[config.mk]
export PLATFORM = sky130hd
export DESIGN_NAME = core_irq_arbiter
export DESIGN_NICKNAME = d
export VERILOG_FILES = /design/src/rtl/lic_pkg.sv /design/src/rtl/irq_ctrl.sv /design/src/rtl/irq_datapath.sv /design/src/rtl/core_irq_arbiter.sv
export SDC_FILE = /design/constraint.sdc
export NUM_CORES = 2
export LEC_CHECK = 0
export CORE_UTILIZATION = 40
export CTS_CLUSTER_SIZE = 28
export DETAILED_ROUTE_END_ITERATION = 7
export GPL_TIMING_DRIVEN = 0
export PLACE_DENSITY = 0.68
export SYNTH_ARGS = -nofsm -noshare
export SYNTH_HDL_FRONTEND = slang
export SYNTH_SLANG_ARGS = --single-unit
[constraint.sdc]
create_clock -name clk -period 112.7 [get_ports clk]
set_input_delay 11.27 -clock clk [delete_from_list [all_inputs] [get_ports clk]]
set_output_delay 11.27 -clock clk [all_outputs]
set_load 0.005 [all_outputs]
[src/rtl/lic_pkg.sv]
package lic_pkg;

  typedef enum logic [1:0] {
    TRIG_LEVEL = 2'd0,
    TRIG_RISE  = 2'd1,
    TRIG_FALL  = 2'd2,
    TRIG_LVL2  = 2'd3
  } trigMode_t;

  typedef enum logic [2:0] {
    RD_ZERO = 3'd0,
    RD_CFG  = 3'd1,
    RD_INFO = 3'd2,
    RD_THR  = 3'd3,
    RD_SRC  = 3'd4
  } rdSel_t;

  // strobes from decode control to the datapath
  typedef struct packed {
    logic   cfgWr;
    logic   thrWr;
    logic   srcWr;
    logic   claimHit;
    rdSel_t rdSel;
  } busStrobe_t;

  typedef struct packed {
    logic [7:0] ctl;
    trigMode_t  trig;
    logic       vec;
    logic       en;
  } srcAttr_t;

endpackage

[src/rtl/irq_ctrl.sv]
module irq_ctrl
  import lic_pkg::*;
#(
  parameter int NUM_SRC = 32,
  parameter int ADDR_W  = 9,
  parameter int ID_W    = 5
) (
  input  logic [ADDR_W-1:0] regAddr,
  input  logic              regWe,
  input  logic              claimValid,
  input  logic [ID_W-1:0]   claimId,
  output busStrobe_t        strobe,
  output logic [ID_W-1:0]   srcIdx,
  output logic [ID_W-1:0]   claimIdx
);
  localparam int SRC_IDX_W = ADDR_W - 1;

  logic                 inSrcSpace;
  logic [SRC_IDX_W-1:0] rawIdx;
  logic                 srcOk;

  assign inSrcSpace = regAddr[ADDR_W-1];
  assign rawIdx     = regAddr[SRC_IDX_W-1:0];
  // only implemented source numbers decode to a source word
  assign srcOk      = inSrcSpace && (32'(rawIdx) < 32'(NUM_SRC));
  assign srcIdx     = rawIdx[ID_W-1:0];
  assign claimIdx   = claimId;

  always_comb begin
    strobe          = '0;
    strobe.rdSel    = RD_ZERO;
    strobe.claimHit = claimValid && (32'(claimId) < 32'(NUM_SRC));
    if (srcOk) begin
      strobe.rdSel = RD_SRC;
      strobe.srcWr = regWe;
    end else if (!inSrcSpace) begin
      case (rawIdx)
        SRC_IDX_W'(0): begin strobe.rdSel = RD_CFG;  strobe.cfgWr = regWe; end
        SRC_IDX_W'(1): begin strobe.rdSel = RD_INFO; end
        SRC_IDX_W'(2): begin strobe.rdSel = RD_THR;  strobe.thrWr = regWe; end
        default:       strobe.rdSel = RD_ZERO;
      endcase
    end
  end

endmodule

[src/rtl/irq_datapath.sv]
module irq_datapath
  import lic_pkg::*;
#(
  parameter int         NUM_SRC = 32,
  parameter int         ID_W    = 5,
  parameter logic [7:0] VERSION = 8'h12
) (
  input  logic               clk,
  input  logic               rst,
  input  busStrobe_t         strobe,
  input  logic [ID_W-1:0]    srcIdx,
  input  logic [ID_W-1:0]    claimIdx,
  input  logic [31:0]        regWdata,
  input  logic [NUM_SRC-1:0] irqIn,
  output logic [31:0]        regRdata,
  output logic               irqReq,
  output logic [ID_W-1:0]    irqId,
  output logic [7:0]         irqLevel,
  output logic               irqVec
);
  localparam int CTL_W = 8;
  localparam int KEY_W = 2 * CTL_W;

  logic [3:0]         lvlBits;
  logic [CTL_W-1:0]   thr;
  srcAttr_t           attr [NUM_SRC];
  logic [NUM_SRC-1:0] pendReg, irqPrev, pendEff, validVec;
  logic [KEY_W-1:0]   keyVec [NUM_SRC];
  logic [CTL_W-1:0]   lowMask;
  logic [3:0]         wrLvl;
  logic               unusedWdata;

  assign unusedWdata = ^regWdata[31:16];
  assign lowMask     = 8'hFF >> lvlBits;
  assign wrLvl       = (regWdata[3:0] > 4'd8) ? 4'd8 : regWdata[3:0];

  // global settings
  always_ff @(posedge clk) begin
    if (rst) begin
      lvlBits <= '0;
      thr     <= '0;
      irqPrev <= '0;
    end else begin
      if (strobe.cfgWr) lvlBits <= wrLvl;
      if (strobe.thrWr) thr <= regWdata[7:0];
      irqPrev <= irqIn;
    end
  end

  assert_lvl_clamp_R12: assert property (@(posedge clk) disable iff (rst)
    lvlBits <= 4'd8);

  // per-source state, detection and sort key
  for (genvar g = 0; g < NUM_SRC; g++) begin : gSrc
    logic isEdge, edgeHit, wrHere, clmHere;
    assign isEdge  = (attr[g].trig == TRIG_RISE) || (attr[g].trig == TRIG_FALL);
    assign edgeHit = ((attr[g].trig == TRIG_RISE) &&  irqIn[g] && !irqPrev[g]) ||
                     ((attr[g].trig == TRIG_FALL) && !irqIn[g] &&  irqPrev[g]);
    assign wrHere  = strobe.srcWr && (srcIdx == ID_W'(g));
    assign clmHere = strobe.claimHit && (claimIdx == ID_W'(g));

    always_ff @(posedge clk) begin
      if (rst) begin
        attr[g]    <= '0;
        pendReg[g] <= 1'b0;
      end else if (wrHere) begin
        attr[g].ctl  <= regWdata[15:8];
        attr[g].trig <= trigMode_t'(regWdata[4:3]);
        attr[g].vec  <= regWdata[2];
        attr[g].en   <= regWdata[1];
        pendReg[g]   <= regWdata[0] && (regWdata[4:3] == 2'd1 || regWdata[4:3] == 2'd2);
      end else if (!isEdge) begin
        pendReg[g] <= 1'b0;
      end else if (clmHere) begin
        pendReg[g] <= edgeHit;
      end else if (edgeHit) begin
        pendReg[g] <= 1'b1;
      end
    end

    assign pendEff[g]  = isEdge ? pendReg[g] : irqIn[g];
    assign validVec[g] = pendEff[g] && attr[g].en;
    assign keyVec[g]   = {attr[g].ctl | lowMask, attr[g].ctl & lowMask};

    assert_edge_latch_R7: assert property (@(posedge clk) disable iff (rst)
      (edgeHit && !wrHere && !clmHere) |=> pendReg[g]);

    assert_claim_clear_R8: assert property (@(posedge clk) disable iff (rst)
      (clmHere && isEdge && !edgeHit && !wrHere) |=> !pendReg[g]);

    assert_arb_order_R5: assert property (@(posedge clk) disable iff (rst)
      (irqReq && validVec[g]) |->
        ((keyVec[g] < keyVec[irqId]) ||
         ((keyVec[g] == keyVec[irqId]) && (ID_W'(g) <= irqId))));
  end

  // arbitration: linear scan, later (larger) IDs win ties
  logic             found;
  logic [KEY_W-1:0] bestKey;
  logic [ID_W-1:0]  bestId;
  logic             fire;

  always_comb begin
    found   = 1'b0;
    bestKey = '0;
    bestId  = '0;
    for (int i = 0; i < NUM_SRC; i++) begin
      if (validVec[i] && (!found || keyVec[i] >= bestKey)) begin
        found   = 1'b1;
        bestKey = keyVec[i];
        bestId  = ID_W'(i);
      end
    end
  end

  assign fire     = found && (bestKey[KEY_W-1:CTL_W] > thr);
  assign irqReq   = fire;
  assign irqId    = fire ? bestId : '0;
  assign irqLevel = fire ? bestKey[KEY_W-1:CTL_W] : '0;
  assign irqVec   = fire && attr[bestId].vec;

  assert_thr_gate_R4: assert property (@(posedge clk) disable iff (rst)
    irqReq |-> (irqLevel > thr));

  assert_winner_enabled_R9: assert property (@(posedge clk) disable iff (rst)
    irqReq |-> validVec[irqId]);

  // readback
  always_comb begin
    case (strobe.rdSel)
      RD_CFG:  regRdata = {28'b0, lvlBits};
      RD_INFO: regRdata = {8'b0, VERSION, 16'(NUM_SRC)};
      RD_THR:  regRdata = {24'b0, thr};
      RD_SRC:  regRdata = {16'b0, attr[srcIdx].ctl, 3'b0, attr[srcIdx].trig,
                           attr[srcIdx].vec, attr[srcIdx].en, pendEff[srcIdx]};
      default: regRdata = '0;
    endcase
  end

endmodule

[src/rtl/core_irq_arbiter.sv]
module core_irq_arbiter
  import lic_pkg::*;
#(
  parameter int         NUM_SRC = 32,
  parameter int         ADDR_W  = 9,
  parameter logic [7:0] VERSION = 8'h12,
  localparam int        ID_W    = (NUM_SRC > 1) ? $clog2(NUM_SRC) : 1
) (
  input  logic               clk,
  input  logic               rst,
  input  logic [ADDR_W-1:0]  regAddr,
  input  logic               regWe,
  input  logic [31:0]        regWdata,
  output logic [31:0]        regRdata,
  input  logic [NUM_SRC-1:0] irqIn,
  input  logic               claimValid,
  input  logic [ID_W-1:0]    claimId,
  output logic               irqReq,
  output logic [ID_W-1:0]    irqId,
  output logic [7:0]         irqLevel,
  output logic               irqVec
);
  busStrobe_t      strobe;
  logic [ID_W-1:0] srcIdx;
  logic [ID_W-1:0] claimIdx;

  irq_ctrl #(.NUM_SRC(NUM_SRC), .ADDR_W(ADDR_W), .ID_W(ID_W)) uCtrl (
    .regAddr    (regAddr),
    .regWe      (regWe),
    .claimValid (claimValid),
    .claimId    (claimId),
    .strobe     (strobe),
    .srcIdx     (srcIdx),
    .claimIdx   (claimIdx)
  );

  irq_datapath #(.NUM_SRC(NUM_SRC), .ID_W(ID_W), .VERSION(VERSION)) uDp (
    .clk      (clk),
    .rst      (rst),
    .strobe   (strobe),
    .srcIdx   (srcIdx),
    .claimIdx (claimIdx),
    .regWdata (regWdata),
    .irqIn    (irqIn),
    .regRdata (regRdata),
    .irqReq   (irqReq),
    .irqId    (irqId),
    .irqLevel (irqLevel),
    .irqVec   (irqVec)
  );

endmodule

# Word-level counts from Yosys, hierarchy flattened
# Memory sizes are Yosys's and may differ from the RTL's.
# Index checks and enable logic that the tools add are counted.
# W data, S select, Z words.
[classes]
magnitude_cmp = 35
n_eq_ne = 166
shift = 1
muxes = 495
bitwise = 192
n_reduce_logical = 453
[op_table]
columns = ["operator", "n"]
rows = [
  ["$mux W16", 32],
  ["$ge A16 B16 Y1", 31],
  ["$mux W1", 359],
  ["$mux W8", 33],
  ["$logic_and A1 B1 Y1", 259],
  ["$and A8 B8 Y8", 32],
  ["$or A8 B8 Y8", 32],
  ["$eq A5 B5 Y1 const B", 32],
  ["$ne A4 B4 Y1 const B", 32],
  ["$or A1 B1 Y1", 128],
  ["$logic_or A1 B1 Y1", 96],
  ["$logic_not A1 Y1", 95],
  ["$mux W5", 17],
  ["$pmux W21 S4", 1],
  ["$eq A5 B4 Y1 const B", 16],
  ["$mux W2", 36],
  ["$eq A2 B1 Y1 const B", 33],
  ["$eq A2 B2 Y1 const B", 33],
  ["$eq A5 B3 Y1 const B", 8],
  ["$mux W4", 9],
  ["$eq A5 B2 Y1 const B", 4],
  ["$mux W3", 6],
  ["$eq A5 B1 Y1 const B", 2],
  ["$logic_not A5 Y1", 2],
  ["13 further kinds", 14],
]
[totals]
ff_bits = 76
ram_bits = 384
input_bits = 82
out_inout_bits = 47
word_cells = 1378
mem_count = 1
[mem_list]
columns = ["name", "depth", "word_bits", "read_ports", "rd_clocked_by_memory_dff", "write_ports", "line", "rtl"]
rows = [
  ["uDp.attr", 32, 12, 34, 0, 32, "irq_datapath.sv:26", "srcAttr_t attr [NUM_SRC];"],
]

# Logic depth before layout (Yosys ltp)
# An unclocked memory read counts as a cell.
[depth]
depth_word = 133
depth_mapped = 384
ltp_nobuf = 327

# Hierarchy
# A second synthesis with hierarchy kept.
[hier_totals]
hier_cells = 5470
hier_area_um2 = 47747.0
[modules_own_cells]
columns = ["mod", "instances", "cells_per_inst", "area_per_inst_um2", "seq_area_each_um2"]
rows = [
  ["irq_datapath", 1, 5446, 47578.1, 13052.5],
  ["irq_ctrl", 1, 24, 168.9, 0.0],
]

# Worst setup path after synthesis
# No wires, ideal clock.
[synth_path]
path_type = "input to output"
start = "input port irqIn[0]"
end = "output port irqLevel[1]"
t_arrival_ns = 81.378
t_required_ns = 101.430
path_slack_ns = 20.052
cell_stages = 331
n_path_buf = 71
cell_sequence = "mux2_2 -> and2_1 -> clkbuf_1 -> clkbuf_1 -> o21ai_0 -> ha_1 -> and4_1 -> nand4_1 -> a2111oi_2 -> o31a_1 -> buf_2 -> buf_2 -> mux2i_1 -> inv_1 -> ha_1 -> and4_1 -> a2111oi_0 -> o21ai_1 -> (+295 left out) -> ha_1 -> o21ai_0 -> a211oi_1 -> o41ai_1 -> o2bb2ai_1 -> a21oi_1 -> clkbuf_1 -> clkinv_1 -> nor2_1 -> a21oi_1 -> ha_1 -> nand3_1 -> o22ai_1 -> nor2_1 -> o21ai_0 -> nand3_1 -> clkbuf_1 -> a211oi_1"
[synth_via]
elab_chain_len = 130
elab_cells_between_ends = 193
classes_between = "order compare: 32; mux: 66; reduce/logical: 95"
[synth_rtl]
columns = ["item", "line", "rtl"]
rows = [
  ["start, declared", "core_irq_arbiter.sv:15", "input logic [NUM_SRC-1:0] irqIn,"],
  ["$mux W1 *", "irq_datapath.sv:81", "assign pendEff[g] = isEdge ? pendReg[g] : irqIn[g];"],
  ["$logic_and A1 B1 Y1 *", "irq_datapath.sv:82", "assign validVec[g] = pendEff[g] && attr[g].en;"],
  ["$mux W16 / $mux W1 (equally long branches)", "irq_datapath.sv:108", "if (validVec[i] && (!found || keyVec[i] >= bestKey)) begin"],
  ["$ge A16 B16 Y1 / $logic_not A1 Y1 (equally long branches)", "irq_datapath.sv:108", ""],
  ["$logic_or A1 B1 Y1", "irq_datapath.sv:108", ""],
  ["$logic_and A1 B1 Y1", "irq_datapath.sv:108", ""],
  ["$mux W16 / $mux W1 (equally long branches)", "irq_datapath.sv:108", ""],
  ["$ge A16 B16 Y1 / $logic_not A1 Y1 (equally long branches)", "irq_datapath.sv:108", ""],
  ["(+114 left out)", "-", ""],
  ["$mux W16 / $mux W1 (equally long branches)", "irq_datapath.sv:108", ""],
  ["$ge A16 B16 Y1 / $logic_not A1 Y1 (equally long branches)", "irq_datapath.sv:108", ""],
  ["$logic_or A1 B1 Y1", "irq_datapath.sv:108", ""],
  ["$logic_and A1 B1 Y1", "irq_datapath.sv:108", ""],
  ["$mux W16", "irq_datapath.sv:108", ""],
  ["$gt A8 B8 Y1", "irq_datapath.sv:116", "assign fire = found && (bestKey[KEY_W-1:CTL_W] > thr);"],
  ["$logic_and A1 B1 Y1", "irq_datapath.sv:116", ""],
  ["$mux W8 *", "irq_datapath.sv:119", "assign irqLevel = fire ? bestKey[KEY_W-1:CTL_W] : '0;"],
  ["end, declared", "core_irq_arbiter.sv:20", "output logic [7:0] irqLevel,"],
]
# Every way passes the cells marked *; elsewhere a longest branch is shown, timed or not.

# Worst setup path in the final report
[layout_path]
start = "input port irqIn[0]"
end = "output port irqLevel[3]"
# Same word-level chain as after synthesis.

==> results.txt <==
CTS tree - done
Mapped Cells - 5463
Post-synth EDFFs - 384
CTS H-Tree Depth - 2
max-slew violation count - 13
FF/Latch Area - 13100 µm²
Area Overhead vs Synth - 11.2%
final worst slack - 3.50 ns
routed len/inst - 31.3 µm
utilization after layout - 0.448
drt first pass iters - 8
Avg Vias per Cell - 6.54
final HPWL from detailed placement - 184000 µm
nature of the critical path startpoint - primary input
clk buf depth - 3
post-route clock skew - 0.0283 ns
VDD IR max - 69.0 µV
Pwr Density - 32.0 nW/µm²
drt initial violations - 7537
Core ar. - 118000 µm²
All-Layer GR Usage - 0.364
first-pass GRT wire length - 316000 µm
Leakage Power - 21.2 nW
crit path kind - primary input to primary output
Multi-input gate area - 32700 µm²
minimum clock period - 109.20 ns
most frequent cells in the layout - and2_1 (578), ha_1 (568), nand2_1 (465)
root buffer cell - clkbuf_16
most common cell after layout, fill and taps aside - and2_1
post-synthesis sequential area ratio - 0.275
Yosys reg bits - 460
ys flop type - edfxtp_1
Hold/Removal Path Class - flip-flop to flip-flop
die area - 120000 µm²
top cells by area, synth - edfxtp_1 (24%), ha_1 (15%), and2_1 (7.6%)
Slowest cell on crit path - a21boi_0
YS warnings - 0
count of cell types in the netlist - 100
cts hold-fix bufs - 0
total CTS buffers - 47
fraction of registers with async set/reset - 0
cell mode on critical path - clkbuf_2
starting density of the core - 0.403
post-place setup slack - -11.83 ns
Chip Width - 347 µm
gr ovfl total - 0
CP Capture Type - primary output
hold slack final - 0.502 ns
via count - 47300
data arrival time of the critical path - 97.93 ns
relative slew slack - -0.00877
# setup viols final - 0
ratio of cells with drive above 1 in the final layout - 0.118
synthesized area per cell - 8.69 µm²
worst-margin pin slew - 1.51 ns
Synth top area share - 0.243
area leader, netlist - edfxtp_1
clock slew at reported path FFs - 0.07 ns
Peak Freq - 0.00916 GHz
port bufs - 94
Fin. Hold Viols - 0
# nets final - 6277
initial antenna violation count - 21
Final GP Congestion - 1.08
CTS Sinks - 460
row count - 126
mapped cell area - 47500 µm²
violated checks - capacitance limit, slew limit
Req. time, crit path - 101.43 ns
DRC errors left - 0
crit-path max FO - 19
Post-Route WL - 226000 µm
fillers - 11600
slowest stage delay, CP - 0.97 ns
vias in the first global route - 43700
Die H - 347 µm
# IOs - 129
largest net degree at the start of global routing - 20
Antenna Nets Post-Route - 0
status - finished with violations
Clk Latency, worst-skew pair - 0.61 ns
max-cap viol count - 3
fin crit share - 0.969
==> worst paths after layout <==
check	from	endpoint	slack, ns	cells after the start
setup / recovery	irqIn[0]	irqLevel[3]	3.50	349
setup reg to reg	uDp.lvlBits[3]$_SDFFE_PP0P_	uDp.lvlBits[3]$_SDFFE_PP0P_	108.56	6
hold reg to reg	uDp.thr[5]$_SDFFE_PP0P_	uDp.thr[5]$_SDFFE_PP0P_	0.50	2
hold / removal	uDp.thr[5]$_SDFFE_PP0P_	uDp.thr[5]$_SDFFE_PP0P_	0.50	2
==> routing by layer <==
layer	vias up	track usage	routed length [µm]
li1	20300	-	-
met1	22700	0.496	90100
met2	3551	0.521	91800
met3	672	0.0955	29400
met4	10	0.201	14700
met5	-	0	80
==> metrics by stage <==
step | total power [mW] | setup TNS, ns | std cells | area, µm²
after floorplan | 0.998 | 0 | 5476 | 47500
after global placement | 1.42 | -211.27 | 7106 | 50400
after detailed placement | 1.44 | -172.96 | 7109 | 50400
after CTS | 1.62 | 0 | 7196 | 52400
after global routing | 1.80 | -0.0368 | 7211 | 52700
final | 1.69 | 0 | 7229 | 52800
==> final cells by class <==
class                      count  share of cell area
inverter                     269              0.0191
antenna                       27             0.00128
tap                         1536              0.0364
timing repair buffer         106              0.0198
multi-input combinational   4418               0.619
buffer                       325              0.0265
sequential                   460               0.247
clock inverter                14             0.00469
clock buffer                  74              0.0254
==> sequential cells by signal, summed over array words and instances (netlist names) <==
name         count
uDp.attr       384
uDp.irqPrev     32
uDp.pendReg     32
uDp.thr          8
uDp.lvlBits      4
==> power by group <==
group | internal [mW] | leakage [nW] | switching, mW
clock | 0.0942 | 0.761 | 0.0719
sequential | 0.192 | 4.27 | 0.0109
combinational | 0.519 | 16.1 | 0.801
total | 0.805 | 21.2 | 0.884
==> cells by family after synthesis <==
family	Yosys count	share of synthesized area
mux	260	0.0883
other cells	1	0.0000790
compound gates	1358	0.193
buf+inv	598	0.0489
fa+ha+maj	568	0.150
flops	460	0.275
simple gates	2217	0.245
xor+xnor	1	0.000184
==> cells in the mapped netlist (all sizes together), types with 25 or more instances <==
cell type and n:
inv 266, nand3b 67, a31o 47, nor2 415, dfxtp 76, or3 25
a21o 181, and3 38, mux2i 90, nand4 46, nand2 468, a31oi 44
mux4 122, mux2 48, buf 72, o31ai 42, or2 155, ha 568
a21oi 283, and2 581, nand3 109, o21a 64, nand2b 142, clkbuf 257
nor2b 56, edfxtp 384, o21ai 299, nor3 70, a211oi 78, o211ai 37
==> worst max-delay path: cells and delay by family <==
kind	cells	cell delay (ns)
buffers and inverters	73	22.22
AO/OA/AOI/OAI	171	40.43
adder cells (fa/ha/maj)	32	9.67
AND/OR/NAND/NOR	70	12.96
multiplexers	3	1.13
==> what timing repair did <==
| action | 4_1_cts | 5_1_grt |
|---|---|---|
| gates resized for setup | 102 | 108 |
| setup buffers | 1 | 7 |
| setup endpoints to repair | 15 | 15 |
| pin swaps | 2 | 6 |
| cloned | 0 | 0 |
No activity file was read; power rests on OpenSTA's default activity.
